`src/rtl/spi_xfer_pkg.sv`:
```
`timescale 1ns/1ps
package spi_xfer_pkg;
  // Register byte offsets (decoded by software drivers)
  localparam logic [6:0] OFS_CMD   = 7'h00;
  localparam logic [6:0] OFS_CTRL  = 7'h08;
  localparam logic [6:0] OFS_CLK   = 7'h18;
  localparam logic [6:0] OFS_USER  = 7'h1c;
  localparam logic [6:0] OFS_USER1 = 7'h20;
  localparam logic [6:0] OFS_USER4 = 7'h2c;
  localparam logic [6:0] OFS_SLAVE = 7'h30;

  // Field positions
  localparam int unsigned B_START = 18;
  localparam int unsigned B_RDEN  = 17;
  localparam int unsigned B_DOUT  = 27;
  localparam int unsigned B_DIN   = 0;
  localparam int unsigned B_CPOL  = 7;
  localparam int unsigned B_CSPOL = 23;
  localparam int unsigned B_KEEP  = 30;
  localparam int unsigned B_DONE  = 4;
  localparam int unsigned B_MODE  = 30;
  localparam int unsigned B_SRST  = 31;
  localparam int unsigned B_LEN   = 17;

  typedef enum logic [1:0] {
    ST_IDLE = 2'd0,
    ST_RUN  = 2'd1,
    ST_FIN  = 2'd2
  } xfer_state_e;

  typedef struct packed {
    logic dout_en;
    logic din_en;
    logic cpol;
    logic cs_pol;
    logic keep_cs;
  } xfer_cfg_t;
endpackage

```
`src/rtl/spi_xfer_regs.sv`:
```
`timescale 1ns/1ps
module spi_xfer_regs
  import spi_xfer_pkg::*;
#(
  parameter int unsigned LEN_W = 9,
  parameter int unsigned DIV_W = 6
) (
  input  logic             clk,
  input  logic             rst_n,
  input  logic             bus_wr,
  input  logic [6:0]       bus_addr,
  input  logic [31:0]      bus_wdata,
  input  logic             busy,
  input  logic             done_set,
  output logic [31:0]      reg_rdata,
  output xfer_cfg_t        cfg,
  output logic [LEN_W-1:0] len,
  output logic [DIV_W-1:0] div,
  output logic             start,
  output logic             srst,
  output logic             done
);
  logic we_cmd, we_ctrl, we_clk, we_user, we_user1, we_user4, we_slave;
  assign we_cmd   = bus_wr && (bus_addr == OFS_CMD);
  assign we_ctrl  = bus_wr && (bus_addr == OFS_CTRL);
  assign we_clk   = bus_wr && (bus_addr == OFS_CLK);
  assign we_user  = bus_wr && (bus_addr == OFS_USER);
  assign we_user1 = bus_wr && (bus_addr == OFS_USER1);
  assign we_user4 = bus_wr && (bus_addr == OFS_USER4);
  assign we_slave = bus_wr && (bus_addr == OFS_SLAVE);

  assign start = we_cmd && bus_wdata[B_START] && !busy;
  assign srst  = we_slave && bus_wdata[B_SRST];

  logic             rden_q, rden_d;
  logic             dout_q, dout_d, din_q, din_d, cpol_q, cpol_d;
  logic             cspol_q, cspol_d, keep_q, keep_d;
  logic             mode_q, mode_d, done_q, done_d;
  logic [LEN_W-1:0] len_q, len_d;
  logic [DIV_W-1:0] div_q, div_d;

  always_comb begin
    rden_d  = rden_q;
    dout_d  = dout_q;
    din_d   = din_q;
    cpol_d  = cpol_q;
    cspol_d = cspol_q;
    keep_d  = keep_q;
    mode_d  = mode_q;
    len_d   = len_q;
    div_d   = div_q;
    done_d  = done_q;
    if (we_ctrl) rden_d = bus_wdata[B_RDEN];
    if (we_clk)  div_d  = bus_wdata[DIV_W-1:0];
    if (we_user) begin
      dout_d = bus_wdata[B_DOUT];
      din_d  = bus_wdata[B_DIN];
      cpol_d = bus_wdata[B_CPOL];
    end
    if (we_user1) len_d = bus_wdata[B_LEN +: LEN_W];
    if (we_user4) begin
      cspol_d = bus_wdata[B_CSPOL];
      keep_d  = bus_wdata[B_KEEP];
    end
    if (we_slave) begin
      mode_d = bus_wdata[B_MODE];
      if (!bus_wdata[B_DONE]) done_d = 1'b0;
    end
    if (srst)     done_d = 1'b0;
    if (done_set) done_d = 1'b1;
  end

  always_ff @(posedge clk or negedge rst_n) begin
    if (!rst_n) begin
      rden_q  <= 1'b0;
      dout_q  <= 1'b0;
      din_q   <= 1'b0;
      cpol_q  <= 1'b0;
      cspol_q <= 1'b0;
      keep_q  <= 1'b0;
      mode_q  <= 1'b0;
      done_q  <= 1'b0;
      len_q   <= '0;
      div_q   <= '0;
    end else begin
      rden_q  <= rden_d;
      dout_q  <= dout_d;
      din_q   <= din_d;
      cpol_q  <= cpol_d;
      cspol_q <= cspol_d;
      keep_q  <= keep_d;
      mode_q  <= mode_d;
      done_q  <= done_d;
      len_q   <= len_d;
      div_q   <= div_d;
    end
  end

  assign cfg  = '{dout_en: dout_q, din_en: din_q, cpol: cpol_q,
                  cs_pol: cspol_q, keep_cs: keep_q};
  assign len  = len_q;
  assign div  = div_q;
  assign done = done_q;

  always_comb begin
    reg_rdata = '0;
    unique case (bus_addr)
      OFS_CMD:   reg_rdata[B_START] = busy;
      OFS_CTRL:  reg_rdata[B_RDEN]  = rden_q;
      OFS_CLK:   reg_rdata[DIV_W-1:0] = div_q;
      OFS_USER: begin
        reg_rdata[B_DOUT] = dout_q;
        reg_rdata[B_CPOL] = cpol_q;
        reg_rdata[B_DIN]  = din_q;
      end
      OFS_USER1: reg_rdata[B_LEN +: LEN_W] = len_q;
      OFS_USER4: begin
        reg_rdata[B_KEEP]  = keep_q;
        reg_rdata[B_CSPOL] = cspol_q;
      end
      OFS_SLAVE: begin
        reg_rdata[B_MODE] = mode_q;
        reg_rdata[B_DONE] = done_q;
      end
      default: reg_rdata = '0;
    endcase
  end

  logic unused_wdata;
  assign unused_wdata = ^bus_wdata;
endmodule

```
`src/rtl/spi_xfer_buf.sv`:
```
`timescale 1ns/1ps
module spi_xfer_buf #(
  parameter int unsigned BUF_BYTES = 64
) (
  input  logic                          clk,
  input  logic                          rst_n,
  input  logic                          bus_we,
  input  logic [$clog2(BUF_BYTES/4)-1:0] bus_widx,
  input  logic [31:0]                   bus_wdata,
  output logic [31:0]                   bus_rword,
  input  logic                          wb_en,
  input  logic [$clog2(BUF_BYTES)-1:0]  wb_idx,
  input  logic [7:0]                    wb_byte,
  input  logic [$clog2(BUF_BYTES)-1:0]  tx_idx,
  output logic [7:0]                    tx_byte
);
  localparam int unsigned WORDS  = BUF_BYTES / 4;
  localparam int unsigned IDX_W  = $clog2(BUF_BYTES);
  localparam int unsigned WIDX_W = $clog2(WORDS);

  logic [31:0] mem_q [WORDS];

  for (genvar w = 0; w < WORDS; w++) begin : g_word
    logic        bus_hit, wb_hit;
    logic [31:0] word_d;
    assign bus_hit = bus_we && (bus_widx == WIDX_W'(w));
    assign wb_hit  = wb_en && (wb_idx[IDX_W-1:2] == WIDX_W'(w));

    always_comb begin
      word_d = mem_q[w];
      if (bus_hit)     word_d = bus_wdata;
      else if (wb_hit) word_d[{wb_idx[1:0], 3'b000} +: 8] = wb_byte;
    end

    always_ff @(posedge clk or negedge rst_n) begin
      if (!rst_n)                 mem_q[w] <= '0;
      else if (bus_hit || wb_hit) mem_q[w] <= word_d;
    end
  end

  assign bus_rword = mem_q[bus_widx];
  assign tx_byte   = mem_q[tx_idx[IDX_W-1:2]][{tx_idx[1:0], 3'b000} +: 8];
endmodule

```
`src/rtl/spi_xfer_shift.sv`:
```
`timescale 1ns/1ps
module spi_xfer_shift
  import spi_xfer_pkg::*;
#(
  parameter int unsigned LEN_W = 9,
  parameter int unsigned DIV_W = 6
) (
  input  logic               clk,
  input  logic               rst_n,
  input  logic               srst,
  input  logic               start,
  input  xfer_cfg_t          cfg,
  input  logic [LEN_W-1:0]   len,
  input  logic [DIV_W-1:0]   div,
  input  logic [7:0]         tx_byte,
  input  logic               miso,
  output logic               busy,
  output logic               done_set,
  output logic [LEN_W-4:0]   byte_idx,
  output logic               wb_en,
  output logic [7:0]         wb_byte,
  output logic               sclk,
  output logic               cs_out,
  output logic               mosi,
  output logic [LEN_W-1:0]   mon_cnt,
  output logic [LEN_W-1:0]   mon_len
);
  xfer_state_e      st_q, st_d;
  logic [LEN_W-1:0] cnt_q, cnt_d, len_q, len_d;
  logic [DIV_W-1:0] dcnt_q, dcnt_d;
  logic             ph_q, ph_d, cs_q, cs_d, dout_q, dout_d, din_q, din_d;
  logic [7:0]       rx_q, rx_d;
  logic             tick;

  assign tick = (dcnt_q >= div);

  always_comb begin
    st_d     = st_q;
    cnt_d    = cnt_q;
    len_d    = len_q;
    dcnt_d   = dcnt_q;
    ph_d     = ph_q;
    cs_d     = cs_q;
    dout_d   = dout_q;
    din_d    = din_q;
    rx_d     = rx_q;
    wb_en    = 1'b0;
    done_set = 1'b0;
    unique case (st_q)
      ST_IDLE: if (start) begin
        st_d   = ST_RUN;
        cnt_d  = '0;
        len_d  = len;
        dcnt_d = '0;
        ph_d   = 1'b0;
        cs_d   = 1'b1;
        dout_d = cfg.dout_en;
        din_d  = cfg.din_en;
      end
      ST_RUN: begin
        if (tick) begin
          dcnt_d = '0;
          if (!ph_q) begin
            ph_d = 1'b1;                    // leading edge: sample
            rx_d = {rx_q[6:0], miso};
          end else begin
            ph_d = 1'b0;                    // trailing edge: advance
            if (cnt_q[2:0] == 3'd7) wb_en = din_q;
            if (cnt_q == len_q) st_d  = ST_FIN;
            else                cnt_d = cnt_q + 1'b1;
          end
        end else begin
          dcnt_d = dcnt_q + 1'b1;
        end
      end
      ST_FIN: begin
        st_d     = ST_IDLE;
        done_set = 1'b1;
        if (!cfg.keep_cs) cs_d = 1'b0;
      end
      default: st_d = ST_IDLE;
    endcase
    if (srst) begin
      st_d     = ST_IDLE;
      cs_d     = 1'b0;
      ph_d     = 1'b0;
      dcnt_d   = '0;
      wb_en    = 1'b0;
      done_set = 1'b0;
    end
  end

  always_ff @(posedge clk or negedge rst_n) begin
    if (!rst_n) begin
      st_q   <= ST_IDLE;
      cnt_q  <= '0;
      len_q  <= '0;
      dcnt_q <= '0;
      ph_q   <= 1'b0;
      cs_q   <= 1'b0;
      dout_q <= 1'b0;
      din_q  <= 1'b0;
      rx_q   <= '0;
    end else begin
      st_q   <= st_d;
      cnt_q  <= cnt_d;
      len_q  <= len_d;
      dcnt_q <= dcnt_d;
      ph_q   <= ph_d;
      cs_q   <= cs_d;
      dout_q <= dout_d;
      din_q  <= din_d;
      rx_q   <= rx_d;
    end
  end

  assign busy     = (st_q != ST_IDLE);
  assign byte_idx = cnt_q[LEN_W-1:3];
  assign wb_byte  = rx_q;
  assign sclk     = cfg.cpol ^ ((st_q == ST_RUN) && ph_q);
  assign cs_out   = cs_q ^ ~cfg.cs_pol;
  assign mosi     = (st_q == ST_RUN) && dout_q && tx_byte[~cnt_q[2:0]];
  assign mon_cnt  = cnt_q;
  assign mon_len  = len_q;
endmodule

```
`src/rtl/spi_xfer_engine.sv`:
```
`timescale 1ns/1ps
module spi_xfer_engine
  import spi_xfer_pkg::*;
#(
  parameter int unsigned BUF_BYTES = 64,
  parameter int unsigned DIV_W     = 6
) (
  input  logic        clk,
  input  logic        rst_n,
  input  logic        bus_wr,
  input  logic [6:0]  bus_addr,
  input  logic [31:0] bus_wdata,
  output logic [31:0] bus_rdata,
  output logic        spi_sclk,
  output logic        spi_cs,
  output logic        spi_mosi,
  input  logic        spi_miso
);
  localparam int unsigned IDX_W  = $clog2(BUF_BYTES);
  localparam int unsigned LEN_W  = IDX_W + 3;
  localparam int unsigned WIDX_W = $clog2(BUF_BYTES / 4);

  xfer_cfg_t        cfg;
  logic [LEN_W-1:0] len, mon_cnt, mon_len;
  logic [DIV_W-1:0] div;
  logic             start, srst, done, busy, done_set, wb_en;
  logic [31:0]      reg_rdata, buf_rword;
  logic [IDX_W-1:0] byte_idx;
  logic [7:0]       tx_byte, wb_byte;
  logic             buf_sel;

  assign buf_sel = bus_addr[6];

  spi_xfer_regs #(.LEN_W(LEN_W), .DIV_W(DIV_W)) u_regs (
    .clk(clk), .rst_n(rst_n), .bus_wr(bus_wr), .bus_addr(bus_addr),
    .bus_wdata(bus_wdata), .busy(busy), .done_set(done_set),
    .reg_rdata(reg_rdata), .cfg(cfg), .len(len), .div(div),
    .start(start), .srst(srst), .done(done)
  );

  spi_xfer_buf #(.BUF_BYTES(BUF_BYTES)) u_buf (
    .clk(clk), .rst_n(rst_n),
    .bus_we(bus_wr && buf_sel && !busy),
    .bus_widx(bus_addr[WIDX_W+1:2]), .bus_wdata(bus_wdata),
    .bus_rword(buf_rword), .wb_en(wb_en), .wb_idx(byte_idx),
    .wb_byte(wb_byte), .tx_idx(byte_idx), .tx_byte(tx_byte)
  );

  spi_xfer_shift #(.LEN_W(LEN_W), .DIV_W(DIV_W)) u_shift (
    .clk(clk), .rst_n(rst_n), .srst(srst), .start(start), .cfg(cfg),
    .len(len), .div(div), .tx_byte(tx_byte), .miso(spi_miso),
    .busy(busy), .done_set(done_set), .byte_idx(byte_idx),
    .wb_en(wb_en), .wb_byte(wb_byte), .sclk(spi_sclk), .cs_out(spi_cs),
    .mosi(spi_mosi), .mon_cnt(mon_cnt), .mon_len(mon_len)
  );

  assign bus_rdata = buf_sel ? buf_rword : reg_rdata;
endmodule

```
`config.mk`:
```
export PLATFORM = sky130hd
export DESIGN_NAME = spi_xfer_engine
export DESIGN_NICKNAME = d
export VERILOG_FILES = /design/src/rtl/spi_xfer_pkg.sv /design/src/rtl/spi_xfer_regs.sv /design/src/rtl/spi_xfer_buf.sv /design/src/rtl/spi_xfer_shift.sv /design/src/rtl/spi_xfer_engine.sv
export SDC_FILE = /design/constraint.sdc
export NUM_CORES = 2
export LEC_CHECK = 0
export ABC_AREA = 1
export BUFFER_PORTS_ARGS = -buffer_cell sky130_fd_sc_hd__clkbuf_2
export CORE_AREA = 8 8 311 313
export CTS_CLUSTER_SIZE = 10
export DETAILED_ROUTE_END_ITERATION = 8
export DIE_AREA = 0 0 319 321
export PLACE_DENSITY = 0.63
export SLEW_MARGIN = 25
export SYNTH_ARGS = -nofsm -noshare
export SYNTH_HDL_FRONTEND = slang
export SYNTH_SLANG_ARGS = --single-unit
```
`constraint.sdc`:
```
create_clock -name clk -period 3.15 [get_ports clk]
set_clock_uncertainty 0.1 [all_clocks]
set_input_delay 0.1575 -clock clk [delete_from_list [all_inputs] [get_ports clk]]
set_output_delay 0.1575 -clock clk [all_outputs]
set_load 0.02 [all_outputs]
```
# Word level (Yosys, flattened, before mapping)
# Cells that the tools add are included.
[op_classes]
shift = 3
n_reduce_logical = 113
eq_ne = 50
mux = 104
bitwise_logic = 7
order_cmp = 4
addsub = 3
[ops]
columns = ["cell", "n"]
rows = [
  ["two-way mux 32 bit", 37],
  ["bitwise mux 32 bit", 16],
  ["binary-select mux 32 bit (select 4 bit)", 2],
  ["== test 4 bit, second input constant", 16],
  ["logical AND 1 bit", 47],
  ["AND reduction 2 bit", 19],
  ["two-way mux 9 bit", 4],
  ["nonzero test 2 bit", 18],
  ["== test 4 x 3 -> 1 bit, second input constant", 8],
  ["variable shift 8 x 7 -> 32 bit, first input constant", 1],
  ["indexed part select 32 x 6 -> 8 bit", 1],
  ["indexed part select 8 x 7 -> 32 bit", 1],
  ["two-way mux 1 bit", 22],
  ["== test 7 x 6 -> 1 bit, second input constant", 3],
  ["two-way mux 6 bit", 3],
  ["case mux 9 bit (2 select lines)", 1],
  ["== test 4 x 2 -> 1 bit, second input constant", 4],
  ["logical OR 1 bit", 16],
  ["case mux 1 bit (2 select lines)", 8],
  ["== test 7 x 5 -> 1 bit, second input constant", 2],
  ["two-way mux 2 bit", 6],
  ["case mux 6 bit (2 select lines)", 1],
  ["greater-or-equal comparator 5 bit, second input constant", 2],
  ["NOT 4 -> 5 bit", 2],
  ["31 further kinds", 44],
]
[totals]
wordCells = 319
regBits = 573
out_inout_bits = 35

# Logic depth before layout (Yosys ltp)
[depth]
ltp_word = 9
ltp_mapped = 18

# Hierarchy
# A second synthesis with hierarchy kept.
[unflattened]
cells_unflattened = 5465
area_unflattened_um2 = 37096.8
[by_module_without_submodules]
columns = ["mod", "n_inst", "cells_each", "area_per_inst_um2"]
rows = [
  ["spi_xfer_buf", 1, 4865, 32924.1],
  ["spi_xfer_shift", 1, 301, 2338.5],
  ["spi_xfer_regs", 1, 193, 1392.6],
  ["spi_xfer_engine", 1, 106, 441.7],
]

# Worst setup path after synthesis
# OpenSTA, ideal clock, no wires.
[synth_path]
path_kind = "reg-to-reg"
startpoint = "register u_shift.cnt_q[3] (netlist: u_shift.mon_cnt[3])"
endpoint = "register u_buf.mem_q[224] (netlist bit)"
arrival_time_ns = 2.636
path_slack_ns = 0.337
path_stages_with_launch = 14
path_buffers = 3
cell_sequence = "dfrtp_1 buf_2 inv_2 buf_1 ha_1 clkbuf_1 inv_1 nor3_1 inv_2 nor2_1 clkinv_1 nand2_1 a21oi_1 a21oi_1"
[synth_via]
elab_chain_cells = 5
word_cells_on_any_way = 6
cone_classes = "add/sub (1); shift (2); mux (3)"
[synth_rtl]
columns = ["element", "line", "rtl"]
rows = [
  ["from (decl)", "spi_xfer_shift.sv:29", "logic [LEN_W-1:0] cnt_q, cnt_d, len_q, len_d;"],
  ["from (signal assigned)", "spi_xfer_shift.sv:106", "cnt_q <= cnt_d;"],
  ["negator 5 -> 7 bit (*)", "spi_xfer_buf.sv:32", "else if (wb_hit) word_d[{wb_idx[1:0], 3'b000} +: 8] = wb_byte;"],
  ["indexed part select 8 x 7 -> 32 bit or variable shift 8 x 7 -> 32 bit (tied branches)", "spi_xfer_buf.sv:32", ""],
  ["bitwise mux 32 bit (*)", "spi_xfer_buf.sv:32", ""],
  ["two-way mux 32 bit (*)", "spi_xfer_buf.sv:32", ""],
  ["two-way mux 32 bit (*)", "spi_xfer_buf.sv:31", "if (bus_hit) word_d = bus_wdata;"],
  ["to (signal, indexed assignment)", "spi_xfer_buf.sv:37", "else if (bus_hit || wb_hit) mem_q[w] <= word_d;"],
  ["to (decl)", "spi_xfer_buf.sv:21", "logic [31:0] mem_q [WORDS];"],
]
# Every way passes the cells marked *; elsewhere a longest branch is shown, timed or not. The select of a mux whose other input is x is not followed.
# A chain may end at the register's enable or synchronous reset.

# Worst setup path after layout
[layout_path]
startpoint = "register u_shift.cnt_q[5] (netlist: u_shift.mon_cnt[5])"
endpoint = "output spi_mosi"
[layout_via]
elab_chain_cells = 8
[layout_rtl]
columns = ["element", "line", "rtl"]
rows = [
  ["NOT 4 -> 5 bit (implied by the code)", "spi_xfer_buf.sv:42", "assign tx_byte = mem_q[tx_idx[IDX_W-1:2]][{tx_idx[1:0], 3'b000} +: 8];"],
  ["binary-select mux 32 bit (select 4 bit)", "spi_xfer_buf.sv:42", ""],
  ["two-way mux 32 bit (implied by the code) (2 in a row)", "spi_xfer_buf.sv:42", ""],
  ["indexed part select 32 x 6 -> 8 bit", "spi_xfer_buf.sv:42", ""],
  ["binary-select mux 1 bit (select 3 bit)", "spi_xfer_shift.sv:122", "assign mosi = (st_q == ST_RUN) && dout_q && tx_byte[~cnt_q[2:0]];"],
  ["two-way mux 1 bit (implied by the code)", "spi_xfer_shift.sv:122", ""],
  ["logical AND 1 bit", "spi_xfer_shift.sv:122", ""],
  ["to (decl)", "spi_xfer_engine.sv:16", "output logic spi_mosi,"],
]
# Every way passes these cells. The select of a mux whose other input is x is not followed.

==> impl_metrics.toml <==
[status]
status = "finished with violations"
violations = "setup timing"

[worst_setup_path]
cp-startpoint = "u_shift.mon_cnt[5]"
worst_setup_path_start_kind = "flop"
path_class = "flop to output pin"
timing.rr.start = "u_shift.mon_cnt[4]"
cp.required_ns = 2.89
crit_path_max_fanout = 12
cp_data_arrival_time_ns = 3.18
cp-end-kind = "output pin"

[synthesis]
ys_ff_latch = 573
synth.top_cell.area_share_pct = 39.5
synth_area_per_cell_um2 = 7.04
synth.distinct_cells = 55
synth_nets = 5222
syn-cell-area_um2 = 36300
ys_seq_area_share_pct = 39.5
synth_top_area_cell = "dfrtp_1"
ys_top_cells_by_area = "dfrtp_1 39%, nand2_1 15%, o21ai_0 8.6%"
ys_warn_count = 0
synth_cells = 5165

[timing]
hold_ws_ns = 0.0559
timing.final.crit_share_pct = 109
rsz0062_at_grt = "yes"
setup_tns_ns = -0.288
slew_headroom_pct = 37.3
fin_ws_ns = -0.288
hold_violations = 0
tightestPinTransition_ns = 0.941
layout_min_cycle_time_ns = 3.44
clock.fmax_mhz = 291
final_max_slew_viol_count = 0
setup_viol = 1

[cts]
worstSkewPairLatency_ns = 0.65
cts_htree_levels = 3
cts_tree = "yes"
root_buffer = "clkbuf_16"
numClockSinks = 573
ctsLongestPathBuffers = 3
path_clk_slew_ns = 0.06
numCtsBuffers = 70

[placed_design]
hpwlAfterDp_um = 119000
io_buffers = 77
placed_area_um2 = 40100
preCtsSetupSlack_ns = 0.156
place_inst = 6377
routabilityCongestion = 1.04

[power]
p_total_mw = 23.2
powerDensity_nw_per_um2 = 529
ir_drop_mv = 0.395
leakage_nw = 20.6

[floorplan]
ioPinCount = 78
rows = 112
die_area_um2 = 102000
die_y_um = 321
fp.dieW_um = 319
start_util_pct = 39.4
coreArea_um2 = 92200

[job]
drv_cap = 0

[grt]
grt_overflow_total = 0
grt_pass1_vias = 38900
antenna_found_initial = 6
grt_max_degree = 79
grt_pass1_wl_um = 268000
track_usage_pct = 34.9

[drt]
ant_nets = 0
vias_per_cell = 6.31
dr.first_iter.drc_count = 6474
drc = 0
routed_wirelength_um = 186000
drt_first_pass_iters = 7
routedWlPerCell_um = 28.3
vias = 41500

[worst_hold_path]
min_from = "bus_addr[5]"
hp-class = "input pin to flop"

[cells_and_area]
design_area_um2 = 43800
final_cells = 6572
area_growth_pct = 20.5
layout-drive-gt1-share_pct = 13.9
nets = 5399
nFillCells = 9165
postLayoutCoreUtil_pct = 47.5
-- cell families after synthesis --
kind of cell	synth area share, %
adder cells (fa/ha/maj)	0.482
buffers and inverters	9.70
AO/OA/AOI/OAI	25.5
multiplexers	0.496
flip-flops	39.5
AND/OR/NAND/NOR	24.1
XOR/XNOR	0.313
-- power by group --
group | internal [mW] | total (mW) | switching, mW
sequential | 8.62 | 9.38 | 0.758
combinational | 2.04 | 5.96 | 3.92
clock | 4.45 | 7.83 | 3.38
total | 15.1 | 23.2 | 8.06
-- timing repair --
item	in CTS	in global routing
pin swaps	40	26
hold buffers	37	0
resized for setup	118	43
endpoints found under the setup margin	1	39
hold endpoints to repair	328	0
buffers inserted	32	11
gates cloned	11	3
-- placed cells by master (no fill, tap or decap), drive strengths merged, types with 38 or more instances in the layout --
cell    instances
dfrtp         573
inv           502
buf           361
o211ai        271
o21ai         658
nor2          405
clkbuf        176
nand2        1448
o22ai         143
nand3         224
o31ai          38
a21oi         171
o221ai         63
a22oi          85
nand4          38
-- flip-flops by register name, summed over array words and instances (netlist names), 2 cells and up --
register         count
u_buf.mem_q        512
u_regs.len           9
u_shift.mon_cnt      9
u_shift.mon_len      9
u_shift.wb_byte      8
u_regs.div           6
u_shift.dcnt_q       6
u_shift.st_q         2
-- cells in the mapped netlist, drive strengths merged --
| master | n |
|---|---|
| o221ai | 63 |
| a22oi | 85 |
| nand3 | 224 |
| a211oi | 4 |
| nand2 | 1448 |
| buf | 148 |
| nor2 | 405 |
| o21ai | 658 |
| nor4 | 4 |
| o22ai | 143 |
| or2 | 2 |
| inv | 501 |
| o21a | 22 |
| clkinv | 18 |
| o311ai | 2 |
| a41oi | 17 |
| a31oi | 18 |
| xor2 | 11 |
| a21oi | 171 |
| ha | 14 |
| clkbuf | 225 |
| a221oi | 2 |
| xnor2 | 2 |
| nor3 | 33 |
| nand3b | 1 |
| a22o | 5 |
| nand4 | 38 |
| o31ai | 38 |
| mux2 | 16 |
| a31o | 2 |
| dfrtp | 573 |
| nor3b | 1 |
| o211ai | 271 |
-- final timing paths --
kind | to | cells past startpoint | slack, ns
worst max-delay path | spi_mosi | 16 | -0.29
worst max register to register | u_buf.mem_q[128] | 10 | 0.13
worst min-delay path | u_buf.mem_q[284] | 4 | 0.06
min in group asynchronous | u_buf.mem_q[354] | 2 | 0.09
worst min register to register | u_buf.mem_q[292] | 2 | 0.37
max in group asynchronous | u_buf.mem_q[509] | 3 | 1.88
-- layout make-up --
cell class	count	area (um2)	area share, %
repair buffers	478	4880	11.1
multi-input cells	3700	19000	43.5
well taps	1197	1500	3.42
flip-flops and latches	573	14300	32.8
inverters	519	1980	4.51
diodes	2	5.00	0.0114
clock inverters	5	65.1	0.149
clock buffers	98	2000	4.57
-- layer usage --
metal	share of wire [%]	GRT usage (%)	up-vias
met3	15	11.7	845
li1	-	-	17800
met4	7.6	22.0	2
met5	0.011	0	-
met2	41	50.7	3375
met1	37	44.5	19500
-- critical path, cell delays in order (launching register included) --
cell	delay (ns)
dfrtp_4	0.51
buf_6	0.14
nand2_8	0.08
clkinvlp_4	0.12
buf_12	0.16
buf_12	0.17
a22oi_1	0.21
nand2_1	0.08
a21oi_1	0.16
nand2_2	0.15
nand3_4	0.16
nand3_2	0.09
nand3_2	0.09
nand2_2	0.07
nor2_4	0.13
nor2_4	0.08
buf_8	0.13
Power figures use the tool's default switching activity.
